===== config.mk =====
export PLATFORM = sky130hd
export DESIGN_NAME = mbox_sequencer
export DESIGN_NICKNAME = d
export VERILOG_FILES = /design/src/rtl/mbox_seq_pkg.sv /design/src/rtl/mbox_gap_timer.sv /design/src/rtl/mbox_cmd_engine.sv /design/src/rtl/mbox_sequencer.sv
export SDC_FILE = /design/constraint.sdc
export NUM_CORES = 1
export LEC_CHECK = 0
export BUFFER_PORTS_ARGS = -buffer_cell sky130_fd_sc_hd__buf_2
export CORE_MARGIN = 5
export CORE_UTILIZATION = 59
export DETAILED_ROUTE_END_ITERATION = 10
export PLACE_DENSITY = 0.84
export RECOVER_POWER = 25
export SETUP_SLACK_MARGIN = 0.2
export SLEW_MARGIN = 20
export SYNTH_ARGS = -nofsm -noshare
export SYNTH_HDL_FRONTEND = slang
export SYNTH_SLANG_ARGS = --single-unit

===== constraint.sdc =====
create_clock -name clk -period 5.8 [get_ports clk]
set_input_delay 0.58 -clock clk [delete_from_list [all_inputs] [get_ports clk]]
set_output_delay 0.58 -clock clk [all_outputs]
set_load 0.02 [all_outputs]

===== src/rtl/mbox_seq_pkg.sv =====
package mbox_seq_pkg;

  typedef enum logic [7:0] {
    OP_OPEN    = 8'h02,
    OP_CLOSE   = 8'h03,
    OP_RD_DATA = 8'h07,
    OP_WR_DATA = 8'h08,
    OP_RD_CSR  = 8'h13,
    OP_WR_CSR  = 8'h14,
    OP_RD_MMIO = 8'h15,
    OP_WR_MMIO = 8'h16
  } mbox_op_e;

  typedef enum logic [2:0] {
    STEP_OPEN,
    STEP_REGA,
    STEP_DATA,
    STEP_CAPT,
    STEP_CLOSE
  } mbox_step_e;

  localparam logic [15:0] MBOX_RESP_OK = 16'h0040;
  localparam int          MBOX_RUN_BIT = 31;

  // Sequence ID: 1 rd csr, 2 wr csr, 3 rd mmio, 4 wr mmio
  function automatic logic [31:0] seq_code(input logic mmio, input logic wr);
    logic [2:0] v;
    v = {1'b0, mmio, 1'b0} + {2'b0, wr} + 3'd1;
    return {29'b0, v};
  endfunction

  function automatic mbox_op_e reg_opcode(input logic mmio, input logic wr);
    case ({mmio, wr})
      2'b00:   return OP_RD_CSR;
      2'b01:   return OP_WR_CSR;
      2'b10:   return OP_RD_MMIO;
      default: return OP_WR_MMIO;
    endcase
  endfunction

endpackage


===== src/rtl/mbox_gap_timer.sv =====
module mbox_gap_timer #(
  parameter int GAP_CYC = 1250
) (
  input  logic clk,
  input  logic rst_n,
  input  logic load,
  output logic expired
);
  localparam int CW = (GAP_CYC < 2) ? 1 : $clog2(GAP_CYC + 1);

  logic [CW-1:0] cnt;

  always_ff @(posedge clk) begin
    if (!rst_n)          cnt <= '0;
    else if (load)       cnt <= CW'(GAP_CYC - 1);
    else if (cnt != '0)  cnt <= cnt - 1'b1;
  end

  assign expired = (cnt == '0);
endmodule


===== src/rtl/mbox_cmd_engine.sv =====
module mbox_cmd_engine
  import mbox_seq_pkg::*;
#(
  parameter int             AW          = 16,
  parameter int             DW          = 32,
  parameter logic [AW-1:0]  IF_ADDR     = 16'h6C00,
  parameter logic [AW-1:0]  DATA_ADDR   = 16'h6C04,
  parameter int             POLL_LIMIT  = 100,
  parameter int             RETRY_LIMIT = 10
) (
  input  logic          clk,
  input  logic          rst_n,
  input  logic          start,
  input  logic          capture,
  input  logic [7:0]    opcode,
  input  logic [DW-1:0] cmd_data,
  output logic          done,
  output logic          fail,
  output logic [DW-1:0] cap_data,
  output logic          gap_load,
  input  logic          gap_expired,
  output logic          mb_req,
  output logic          mb_we,
  output logic [AW-1:0] mb_addr,
  output logic [DW-1:0] mb_wdata,
  input  logic [DW-1:0] mb_rdata
);
  localparam int PW = $clog2(POLL_LIMIT + 1);
  localparam int RW = $clog2(RETRY_LIMIT + 1);

  typedef enum logic [2:0] {
    E_IDLE, E_WDAT, E_WIF, E_POLL, E_WAIT, E_CAPT, E_FIN
  } eng_state_e;

  eng_state_e    state;
  logic [7:0]    op_q;
  logic [DW-1:0] data_q;
  logic [PW-1:0] poll_q;
  logic [RW-1:0] attempt_q;
  logic          fail_q;
  logic [DW-1:0] cap_q;

  logic run_busy, resp_ok, last_poll, last_try;
  assign run_busy  = mb_rdata[MBOX_RUN_BIT];
  assign resp_ok   = (mb_rdata[15:0] == MBOX_RESP_OK);
  assign last_poll = (poll_q == PW'(POLL_LIMIT - 1));
  assign last_try  = (attempt_q == RW'(RETRY_LIMIT - 1));

  always_ff @(posedge clk) begin
    if (!rst_n) begin
      state     <= E_IDLE;
      op_q      <= '0;
      data_q    <= '0;
      poll_q    <= '0;
      attempt_q <= '0;
      fail_q    <= 1'b0;
      cap_q     <= '0;
    end else begin
      case (state)
        E_IDLE: if (start) begin
          op_q      <= opcode;
          data_q    <= cmd_data;
          attempt_q <= '0;
          fail_q    <= 1'b0;
          state     <= capture ? E_CAPT : E_WDAT;
        end
        E_WDAT: state <= E_WIF;
        E_WIF: begin
          poll_q <= '0;
          state  <= E_POLL;
        end
        E_POLL: begin
          if (!run_busy && resp_ok) begin
            state <= E_FIN;
          end else if (run_busy && !last_poll) begin
            poll_q <= poll_q + 1'b1;
            state  <= E_WAIT;
          end else if (last_try) begin
            fail_q <= 1'b1;
            state  <= E_FIN;
          end else begin
            attempt_q <= attempt_q + 1'b1;
            state     <= E_WDAT;
          end
        end
        E_WAIT: if (gap_expired) state <= E_POLL;
        E_CAPT: begin
          cap_q <= mb_rdata;
          state <= E_FIN;
        end
        default: state <= E_IDLE;
      endcase
    end
  end

  always_comb begin
    mb_req   = 1'b0;
    mb_we    = 1'b0;
    mb_addr  = DATA_ADDR;
    mb_wdata = '0;
    case (state)
      E_WDAT: begin
        mb_req   = 1'b1;
        mb_we    = 1'b1;
        mb_wdata = data_q;
      end
      E_WIF: begin
        mb_req   = 1'b1;
        mb_we    = 1'b1;
        mb_addr  = IF_ADDR;
        mb_wdata = DW'(op_q);
        mb_wdata[MBOX_RUN_BIT] = 1'b1;
      end
      E_POLL: begin
        mb_req  = 1'b1;
        mb_addr = IF_ADDR;
      end
      E_CAPT: mb_req = 1'b1;
      default: ;
    endcase
  end

  assign gap_load = (state == E_POLL) && run_busy && !last_poll;
  assign done     = (state == E_FIN);
  assign fail     = fail_q;
  assign cap_data = cap_q;

  AST_LAUNCH_AFTER_ARG: assert property (@(posedge clk) disable iff (!rst_n)
    (mb_req && mb_we && mb_addr == IF_ADDR) |->
      $past(mb_req && mb_we && mb_addr == DATA_ADDR)) else $error("launch without argument");

  AST_POLL_SPACED: assert property (@(posedge clk) disable iff (!rst_n)
    (mb_req && !mb_we && mb_addr == IF_ADDR) |=>
      !(mb_req && !mb_we && mb_addr == IF_ADDR)) else $error("back-to-back polls");

  AST_POLL_BOUND: assert property (@(posedge clk) disable iff (!rst_n)
    int'(poll_q) < POLL_LIMIT) else $error("poll count overrun");

  AST_RETRY_BOUND: assert property (@(posedge clk) disable iff (!rst_n)
    int'(attempt_q) < RETRY_LIMIT) else $error("attempt count overrun");
endmodule


===== src/rtl/mbox_sequencer.sv =====
module mbox_sequencer
  import mbox_seq_pkg::*;
#(
  parameter int             AW          = 16,
  parameter int             DW          = 32,
  parameter logic [AW-1:0]  IF_ADDR     = 16'h6C00,
  parameter logic [AW-1:0]  DATA_ADDR   = 16'h6C04,
  parameter int             CLK_MHZ     = 125,
  parameter int             POLL_GAP_US = 10,
  parameter int             POLL_LIMIT  = 100,
  parameter int             RETRY_LIMIT = 10
) (
  input  logic          clk,
  input  logic          rst_n,
  input  logic          req_valid,
  output logic          req_ready,
  input  logic          req_mmio,
  input  logic          req_write,
  input  logic          req_update,
  input  logic [31:0]   req_addr,
  input  logic [DW-1:0] req_wdata,
  input  logic [DW-1:0] req_and_mask,
  input  logic [DW-1:0] req_or_mask,
  output logic          rsp_done,
  output logic [DW-1:0] rsp_rdata,
  output logic          rsp_err,
  output logic          mb_req,
  output logic          mb_we,
  output logic [AW-1:0] mb_addr,
  output logic [DW-1:0] mb_wdata,
  input  logic [DW-1:0] mb_rdata
);
  localparam int GAP_CYC = CLK_MHZ * POLL_GAP_US;

  typedef enum logic [1:0] {S_IDLE, S_ISSUE, S_WAIT, S_RESP} seq_state_e;

  seq_state_e    state;
  mbox_step_e    step;
  logic          mmio_q, write_q, upd_q, err_q;
  logic [31:0]   addr_q;
  logic [DW-1:0] wdata_q, and_q, or_q, rd_q;

  logic          cmd_start, cmd_capture, cmd_done, cmd_fail;
  logic [7:0]    cmd_op;
  logic [DW-1:0] cmd_data, cap_data;
  logic          gap_load, gap_expired;

  always_ff @(posedge clk) begin
    if (!rst_n) begin
      state   <= S_IDLE;
      step    <= STEP_OPEN;
      mmio_q  <= 1'b0;
      write_q <= 1'b0;
      upd_q   <= 1'b0;
      err_q   <= 1'b0;
      addr_q  <= '0;
      wdata_q <= '0;
      and_q   <= '0;
      or_q    <= '0;
      rd_q    <= '0;
    end else begin
      case (state)
        S_IDLE: if (req_valid) begin
          mmio_q  <= req_mmio;
          write_q <= req_write && !req_update;
          upd_q   <= req_update;
          addr_q  <= req_addr;
          wdata_q <= req_wdata;
          and_q   <= req_and_mask;
          or_q    <= req_or_mask;
          err_q   <= 1'b0;
          rd_q    <= '0;
          step    <= STEP_OPEN;
          state   <= S_ISSUE;
        end
        S_ISSUE: state <= S_WAIT;
        S_WAIT: if (cmd_done) begin
          err_q <= err_q | cmd_fail;
          if (step == STEP_CAPT && !write_q) rd_q <= cap_data;
          if (step == STEP_CLOSE) begin
            if (upd_q && !write_q) begin
              write_q <= 1'b1;
              wdata_q <= (rd_q & and_q) | or_q;
              step    <= STEP_OPEN;
              state   <= S_ISSUE;
            end else begin
              state <= S_RESP;
            end
          end else begin
            step  <= mbox_step_e'(step + 3'd1);
            state <= S_ISSUE;
          end
        end
        default: state <= S_IDLE;
      endcase
    end
  end

  always_comb begin
    cmd_capture = 1'b0;
    cmd_op      = OP_OPEN;
    cmd_data    = seq_code(mmio_q, write_q);
    case (step)
      STEP_REGA: begin
        cmd_op   = reg_opcode(mmio_q, write_q);
        cmd_data = addr_q;
      end
      STEP_DATA: begin
        cmd_op   = write_q ? OP_WR_DATA : OP_RD_DATA;
        cmd_data = write_q ? wdata_q : '0;
      end
      STEP_CAPT:  cmd_capture = 1'b1;
      STEP_CLOSE: cmd_op = OP_CLOSE;
      default: ;
    endcase
  end

  assign cmd_start = (state == S_ISSUE);
  assign req_ready = (state == S_IDLE);
  assign rsp_done  = (state == S_RESP);
  assign rsp_rdata = rd_q;
  assign rsp_err   = err_q;

  mbox_cmd_engine #(
    .AW(AW), .DW(DW), .IF_ADDR(IF_ADDR), .DATA_ADDR(DATA_ADDR),
    .POLL_LIMIT(POLL_LIMIT), .RETRY_LIMIT(RETRY_LIMIT)
  ) u_engine (
    .clk(clk), .rst_n(rst_n),
    .start(cmd_start), .capture(cmd_capture), .opcode(cmd_op), .cmd_data(cmd_data),
    .done(cmd_done), .fail(cmd_fail), .cap_data(cap_data),
    .gap_load(gap_load), .gap_expired(gap_expired),
    .mb_req(mb_req), .mb_we(mb_we), .mb_addr(mb_addr), .mb_wdata(mb_wdata),
    .mb_rdata(mb_rdata)
  );

  generate
    if (GAP_CYC > 0) begin : g_timer
      mbox_gap_timer #(.GAP_CYC(GAP_CYC)) u_gap (
        .clk(clk), .rst_n(rst_n), .load(gap_load), .expired(gap_expired)
      );
    end else begin : g_no_timer
      assign gap_expired = 1'b1;
    end
  endgenerate

  AST_DONE_ONE_CYCLE: assert property (@(posedge clk) disable iff (!rst_n)
    rsp_done |=> !rsp_done) else $error("done longer than a cycle");

  AST_BUSY_AFTER_ACCEPT: assert property (@(posedge clk) disable iff (!rst_n)
    (req_valid && req_ready) |=> !req_ready) else $error("ready after accept");

  AST_READY_AFTER_DONE: assert property (@(posedge clk) disable iff (!rst_n)
    rsp_done |=> req_ready) else $error("not idle after done");

  AST_NO_BUS_WHEN_IDLE: assert property (@(posedge clk) disable iff (!rst_n)
    (req_ready && $past(req_ready)) |-> !mb_req) else $error("bus active while idle");
endmodule


==> results of run 1 <==
layer usage:
layer / vias to the layer above / share of wire (%) / GRT usage (%)
met3: 64 / 8.2 / 4.86
met4: 0 / 2.6 / 8.15
met1: 4803 / 44 / 37.9
li1: 5121 / - / -
met5: - / 0 / 0
met2: 444 / 45 / 42.2
area by class of cell:
class | count | area, sq um | share of cell area (%)
multi-input combinational | 1010 | 5600 | 42.2
tap | 260 | 325 | 2.45
inverter | 16 | 60.1 | 0.452
antenna | 4 | 10.0 | 0.0753
sequential | 264 | 5290 | 39.8
clock inverter | 2 | 10.0 | 0.0753
timing repair buffer | 246 | 1210 | 9.13
clock buffer | 39 | 781 | 5.88
flip-flops by register name, indices dropped and copies added, names as in the netlist, 4 cells and up:
name / flops
u_engine.poll_q: 7
and_q: 32
wdata_q: 32
rsp_rdata: 32
or_q: 32
u_engine.data_q: 32
g_timer.u_gap.cnt: 11
u_engine.attempt_q: 4
u_engine.op_q: 5
u_engine.cap_data: 32
addr_q: 32
cells in the final DEF, fill, tap and decap left out, drive strengths merged, types with 6 or more instances in the layout:
cell,instances
o2111ai,32
clkbuf,77
nand4,7
buf,208
nand2b,9
a21boi,138
ha,13
nor2b,11
nor4,10
conb,15
o21ai,72
dfxtp,264
inv,16
and2,34
a221oi,30
xnor2,6
a21oi,48
a31oi,6
nand3,75
nor2,60
nor3b,35
nor3,10
nand2,354
worst max-delay path: stages (launching register included):
cell,delay [ns]
dfxtp_1,0.35
clkbuf_1,0.89
nor3_1,0.21
nand2_1,0.12
clkbuf_1,1.27
a2111oi_0,0.26
nor3b_1,0.29
path summary, 6_finish.rpt:
kind                              from                    to  slack (ns)
setup / recovery     u_engine.state[2]      u_engine.op_q[1]        2.30
hold / removal          req_or_mask[3]               or_q[3]        0.31
setup reg to reg     u_engine.state[2]      u_engine.op_q[1]        2.30
hold reg to reg   g_timer.u_gap.cnt[4]  g_timer.u_gap.cnt[4]        0.46
power groups by stage:
| stage | Sequential, mW | Clock [mW] | Combinational (mW) |
|---|---|---|---|
| after floorplan | 2.02 | 0 | 0.418 |
| after global placement | 2.04 | 0 | 0.548 |
| after detailed placement | 2.04 | 0 | 0.562 |
| after CTS | 2.01 | 1.60 | 0.570 |
| after global routing | 2.02 | 1.67 | 0.646 |
| final | 2.01 | 1.58 | 0.575 |
cells by family after synthesis:
family | after synthesis | synth area share, %
simple gates | 617 | 24.4
compound gates | 353 | 21.5
flops | 264 | 46.3
buf+inv | 144 | 5.28
fa+ha+maj | 13 | 1.43
xor+xnor | 11 | 0.845
other cells | 2 | 0.0658
mux | 1 | 0.0878
through the flow:
stage	util, %	hold WS [ns]	cell area, sq um	power, mW
after floorplan	-	0.436	11500	2.43
after global placement	66.3	0.443	12500	2.59
after detailed placement	66.3	0.454	12500	2.61
after CTS	70.5	0.295	13300	4.17
after global routing	70.3	0.306	13300	4.34
final	70.3	0.307	13300	4.17
==> out/metrics.json, run 1 <==
{
  "run_status": {
    "outcome": "complete, but fails checks",
    "failed_checks": "max-capacitance violations, max-slew violations"
  },
  "global_route": {
    "remaining_global_route_overflow": 0,
    "grt_pass1_vias": 9862,
    "number_of_antenna_violations_at_the_first_check_in_global_routing": 4,
    "globalRouteTotalUtil_pct": 26.9,
    "grt_pass1_wl_mm": 49.3,
    "grt_max_degree": 151
  },
  "die": {
    "core-area_sq_um": 18900,
    "floorplan.io_pins": 251,
    "die_area_sq_um": 22200,
    "dieWidth_um": 149,
    "die_h_um": 149,
    "core.rowCount": 50,
    "start_util_pct": 60.4
  },
  "clocking": {
    "cts_bufs_inserted": 26,
    "cts_htree_levels": 1,
    "cts_post_setup_buffers_inserted": 0,
    "cts_num_sinks": 264,
    "clockRootBuffer": "clkbuf_16",
    "clkSlewWorstSetupHoldPaths_ns": 0.06,
    "cts_buffer_depth": 3,
    "clock_insertion_delay_worst_skew_ns": 0.52,
    "cts_repair_resize_count": 0,
    "clock_tree_from_tritoncts": "done",
    "cts_hold_buffers": 0
  },
  "placed_design": {
    "port_buffers": 235,
    "gpl.final_weighted_congestion": 0.849,
    "dpl_hpwl_mm": 20.9,
    "place_ws_ns": 3.20,
    "place_inst": 1796
  },
  "synth": {
    "yosys.cell_count.top_type": "nand2_1",
    "synth_async_sr_flop_share_pct": 0,
    "synth_seq_cells": 264,
    "yosysTopAreaCell": "dfxtp_1",
    "ys_dominant_reg_cell": "dfxtp_1",
    "synth_area_per_cell_sq_um": 8.12,
    "synth.cell_area_sq_um": 11400,
    "synth_enable_flop_cells": 0,
    "synth.distinct_cells": 47,
    "synth.yosys.seq_area_share_pct": 46.3,
    "synth_warnings": 0,
    "synth_commonest_cells": "354 x nand2_1, 264 x dfxtp_1, 138 x a21boi_0",
    "synthesis.instances": 1405,
    "synth_top_cells_by_area": "dfxtp_1 46%, nand2_1 12%, a21boi_0 9.1%",
    "synth_top_area_share_pct": 46.3
  },
  "detailed_routing": {
    "detailroute.via_count": 10400,
    "detail_route.vias_per_cell": 5.67,
    "drt-initial-drc-count": 790,
    "drt_wl_total_mm": 31.0,
    "wl_per_cell_um": 16.8,
    "firstDrtPassIters": 6,
    "final_antenna_net_count": 0,
    "drc_errors": 0
  },
  "timing": {
    "least_margin_pin_slew_ns": 1.76,
    "period_share_pct": 60.3,
    "postLayoutSetupSlackWorst_ns": 2.30,
    "final_period_minus_worst_setup_slack_ns": 3.50,
    "tns_ns": 0,
    "worst_slew_margin_rel_pct": -17.6,
    "finalHoldViolCount": 0,
    "number_of_max_slew_violations_in_the_final_report": 77,
    "clock.fmax_mhz": 286,
    "worst_clock_skew_on_the_final_layout_ns": 0.00664,
    "unrepaired_setup_endpoints_after_global_routing": "no",
    "finalSetupViolations": 0
  },
  "finish": {
    "final_nets": 1743,
    "nFillCells": 1536,
    "post_route_cells_drive_above_1_share_pct": 16.0,
    "area.growth.synth_to_final_pct": 16.5,
    "post_layout_nonfiller_instances": 1841
  },
  "pwr": {
    "sw_share_pct": 26.4,
    "combPwrFrac_pct": 13.8,
    "share_seq_of_total_power_pct": 48.2,
    "net-switching-power_mw": 1.10,
    "power.internal_mw": 3.06,
    "power.leakage_nw": 5.10,
    "p_per_area_nw_per_um2": 313,
    "worst_ir_drop_vdd_mv": 0.242,
    "pwr-share-clk_pct": 38.0
  },
  "run": {
    "max_cap_viol_count": 2
  },
  "setup_path": {
    "timing.reg2reg.worst_path_depth": 6,
    "start_kind": "flip-flop",
    "timing.setup.critical_path_class": "reg2reg",
    "endpoint_kind": "flip-flop",
    "critPathArrivalTime_ns": 3.93,
    "crit_fanout": 38,
    "crit_required_ns": 6.23
  },
  "min_path": {
    "min_path_cells": 3,
    "hold_path.class": "in2reg"
  }
}
(Power assumes the default switching activity.)
==> run 2: changes to the inputs <==
Settings changed: CORE_UTILIZATION 59 to 54, PLACE_DENSITY 0.84 to 0.77.
Clock period 5.8 ns to 3.6 ns, I/O delays scaled along.
==> out/metrics.json, run 2 (synthesis results as in run 1) <==
{
  "clocking": {
    "cts_htree_levels": 1,
    "clock_insertion_delay_worst_skew_ns": 0.54,
    "clock_tree_from_tritoncts": "done",
    "cts_hold_buffers": 0,
    "cts_repair_resize_count": 0,
    "cts_buffer_depth": 3,
    "cts_bufs_inserted": 28,
    "cts_num_sinks": 264,
    "cts_post_setup_buffers_inserted": 0,
    "clkSlewWorstSetupHoldPaths_ns": 0.06,
    "clockRootBuffer": "clkbuf_16"
  },
  "finish": {
    "nFillCells": 1854,
    "seq_area_sq_um": 5290,
    "layout.cell_area.non_filler_sq_um": 13500,
    "postLayoutCoreUtil_pct": 64.6,
    "mostFrequentLayoutCells": "352 x nand2_1, 264 x dfxtp_1, 200 x buf_2",
    "area.growth.synth_to_final_pct": 18.4,
    "post_layout_nonfiller_instances": 1872,
    "post_route_cells_drive_above_1_share_pct": 17.0,
    "layout.cells.most_common": "nand2_1",
    "multiInputGateArea_sq_um": 5590,
    "final_nets": 1755
  },
  "setup_path": {
    "timing.setup.critical_path_class": "reg2reg",
    "critical_path.slowest_cell": "clkbuf_1",
    "start_kind": "flip-flop",
    "endpoint_kind": "flip-flop",
    "max_stage_delay_ns": 1.30,
    "crit_path_cell_trace": "buf_4 -> nor3_1 -> nand2_1 -> clkbuf_1 -> a2111oi_0 -> nor3b_1",
    "timing.critical_path.max_delay_family": "buffers and inverters",
    "crit_fanout": 38,
    "crit_required_ns": 4.05,
    "critical_path.n_buffers_inverters": 2,
    "critPathArrivalTime_ns": 3.25
  },
  "timing": {
    "postLayoutSetupSlackWorst_ns": 0.795,
    "number_of_max_slew_violations_in_the_final_report": 39,
    "hold_slack_ns": 0.0665,
    "worst_slew_margin_rel_pct": -21.1,
    "clock.fmax_mhz": 356,
    "least_margin_pin_slew_ns": 1.82,
    "unrepaired_setup_endpoints_after_global_routing": "no",
    "tns_ns": 0,
    "finalSetupViolations": 0,
    "worst_clock_skew_on_the_final_layout_ns": 0.0204,
    "finalHoldViolCount": 0,
    "final_period_minus_worst_setup_slack_ns": 2.81,
    "period_share_pct": 77.9
  },
  "run": {
    "max_cap_viol_count": 1
  },
  "detailed_routing": {
    "drt-initial-drc-count": 733,
    "drt_wl_total_mm": 31.3,
    "firstDrtPassIters": 5,
    "detail_route.vias_per_cell": 5.53,
    "detailroute.via_count": 10400,
    "final_antenna_net_count": 0,
    "wl_per_cell_um": 16.7,
    "drc_errors": 0
  },
  "global_route": {
    "globalRouteTotalUtil_pct": 24.4,
    "grt_max_degree": 152,
    "grt_pass1_wl_mm": 48.6,
    "number_of_antenna_violations_at_the_first_check_in_global_routing": 2,
    "remaining_global_route_overflow": 0,
    "grt_pass1_vias": 9311
  },
  "die": {
    "core.rowCount": 53,
    "die_area_sq_um": 24100,
    "floorplan.io_pins": 251,
    "core-area_sq_um": 20900,
    "dieWidth_um": 155,
    "start_util_pct": 54.6,
    "die_h_um": 155
  },
  "run_status": {
    "failed_checks": "max-capacitance violations, max-slew violations",
    "outcome": "complete, but fails checks"
  },
  "placed_design": {
    "gpl.final_weighted_congestion": 0.915,
    "place_ws_ns": 1.24,
    "place_inst": 1821,
    "dpl_hpwl_mm": 21.8,
    "dpl-instance-area_sq_um": 12600,
    "port_buffers": 235
  },
  "pwr": {
    "p_per_area_nw_per_um2": 517,
    "total_power_mw": 6.98,
    "worst_ir_drop_vdd_mv": 0.391,
    "power.leakage_nw": 5.21
  },
  "min_path": {
    "hold_path.class": "in2reg"
  }
}
==> run 2: layer usage <==
metal | global-route usage (%) | part of all wire [%]
met5 | 0 | 0.042
met4 | 5.54 | 2.0
met3 | 4.67 | 8.0
met2 | 37.1 | 44
met1 | 35.9 | 46
==> run 2: final cells by class <==
class                           instances  share of cell area, %
Timing Repair Buffer                  256                   9.70
Inverter                               16                  0.445
Clock inverter                         10                  0.862
Multi-Input combinational cell       1010                   41.4
Antenna cell                            1                 0.0185
Sequential cell                       264                   39.2
Tap cell                              275                   2.55
Clock buffer                           40                   5.89
==> run 2: where the power goes <==
part	total, mW	leakage, nW	internal (mW)	switching, mW
Clock	2.81	0.444	1.68	1.14
Sequential	3.23	2.15	3.10	0.123
Combinational	0.940	2.62	0.364	0.576
Total	6.98	5.21	5.15	1.84
==> run 2: path summary, 6_finish.rpt <==
check	end	cells past startpoint	slack, ns	start
hold / removal	or_q[10]	3	0.07	req_or_mask[10]
hold reg to reg	addr_q[24]	2	0.46	addr_q[24]
setup reg to reg	u_engine.op_q[1]	6	0.79	u_engine.state[2]
setup / recovery	u_engine.op_q[1]	6	0.79	u_engine.state[2]
==> run 2: worst min-delay path, stage by stage <==
cell,delay [ns]
buf_2,0.09
nand2_1,0.04
a21boi_0,0.06
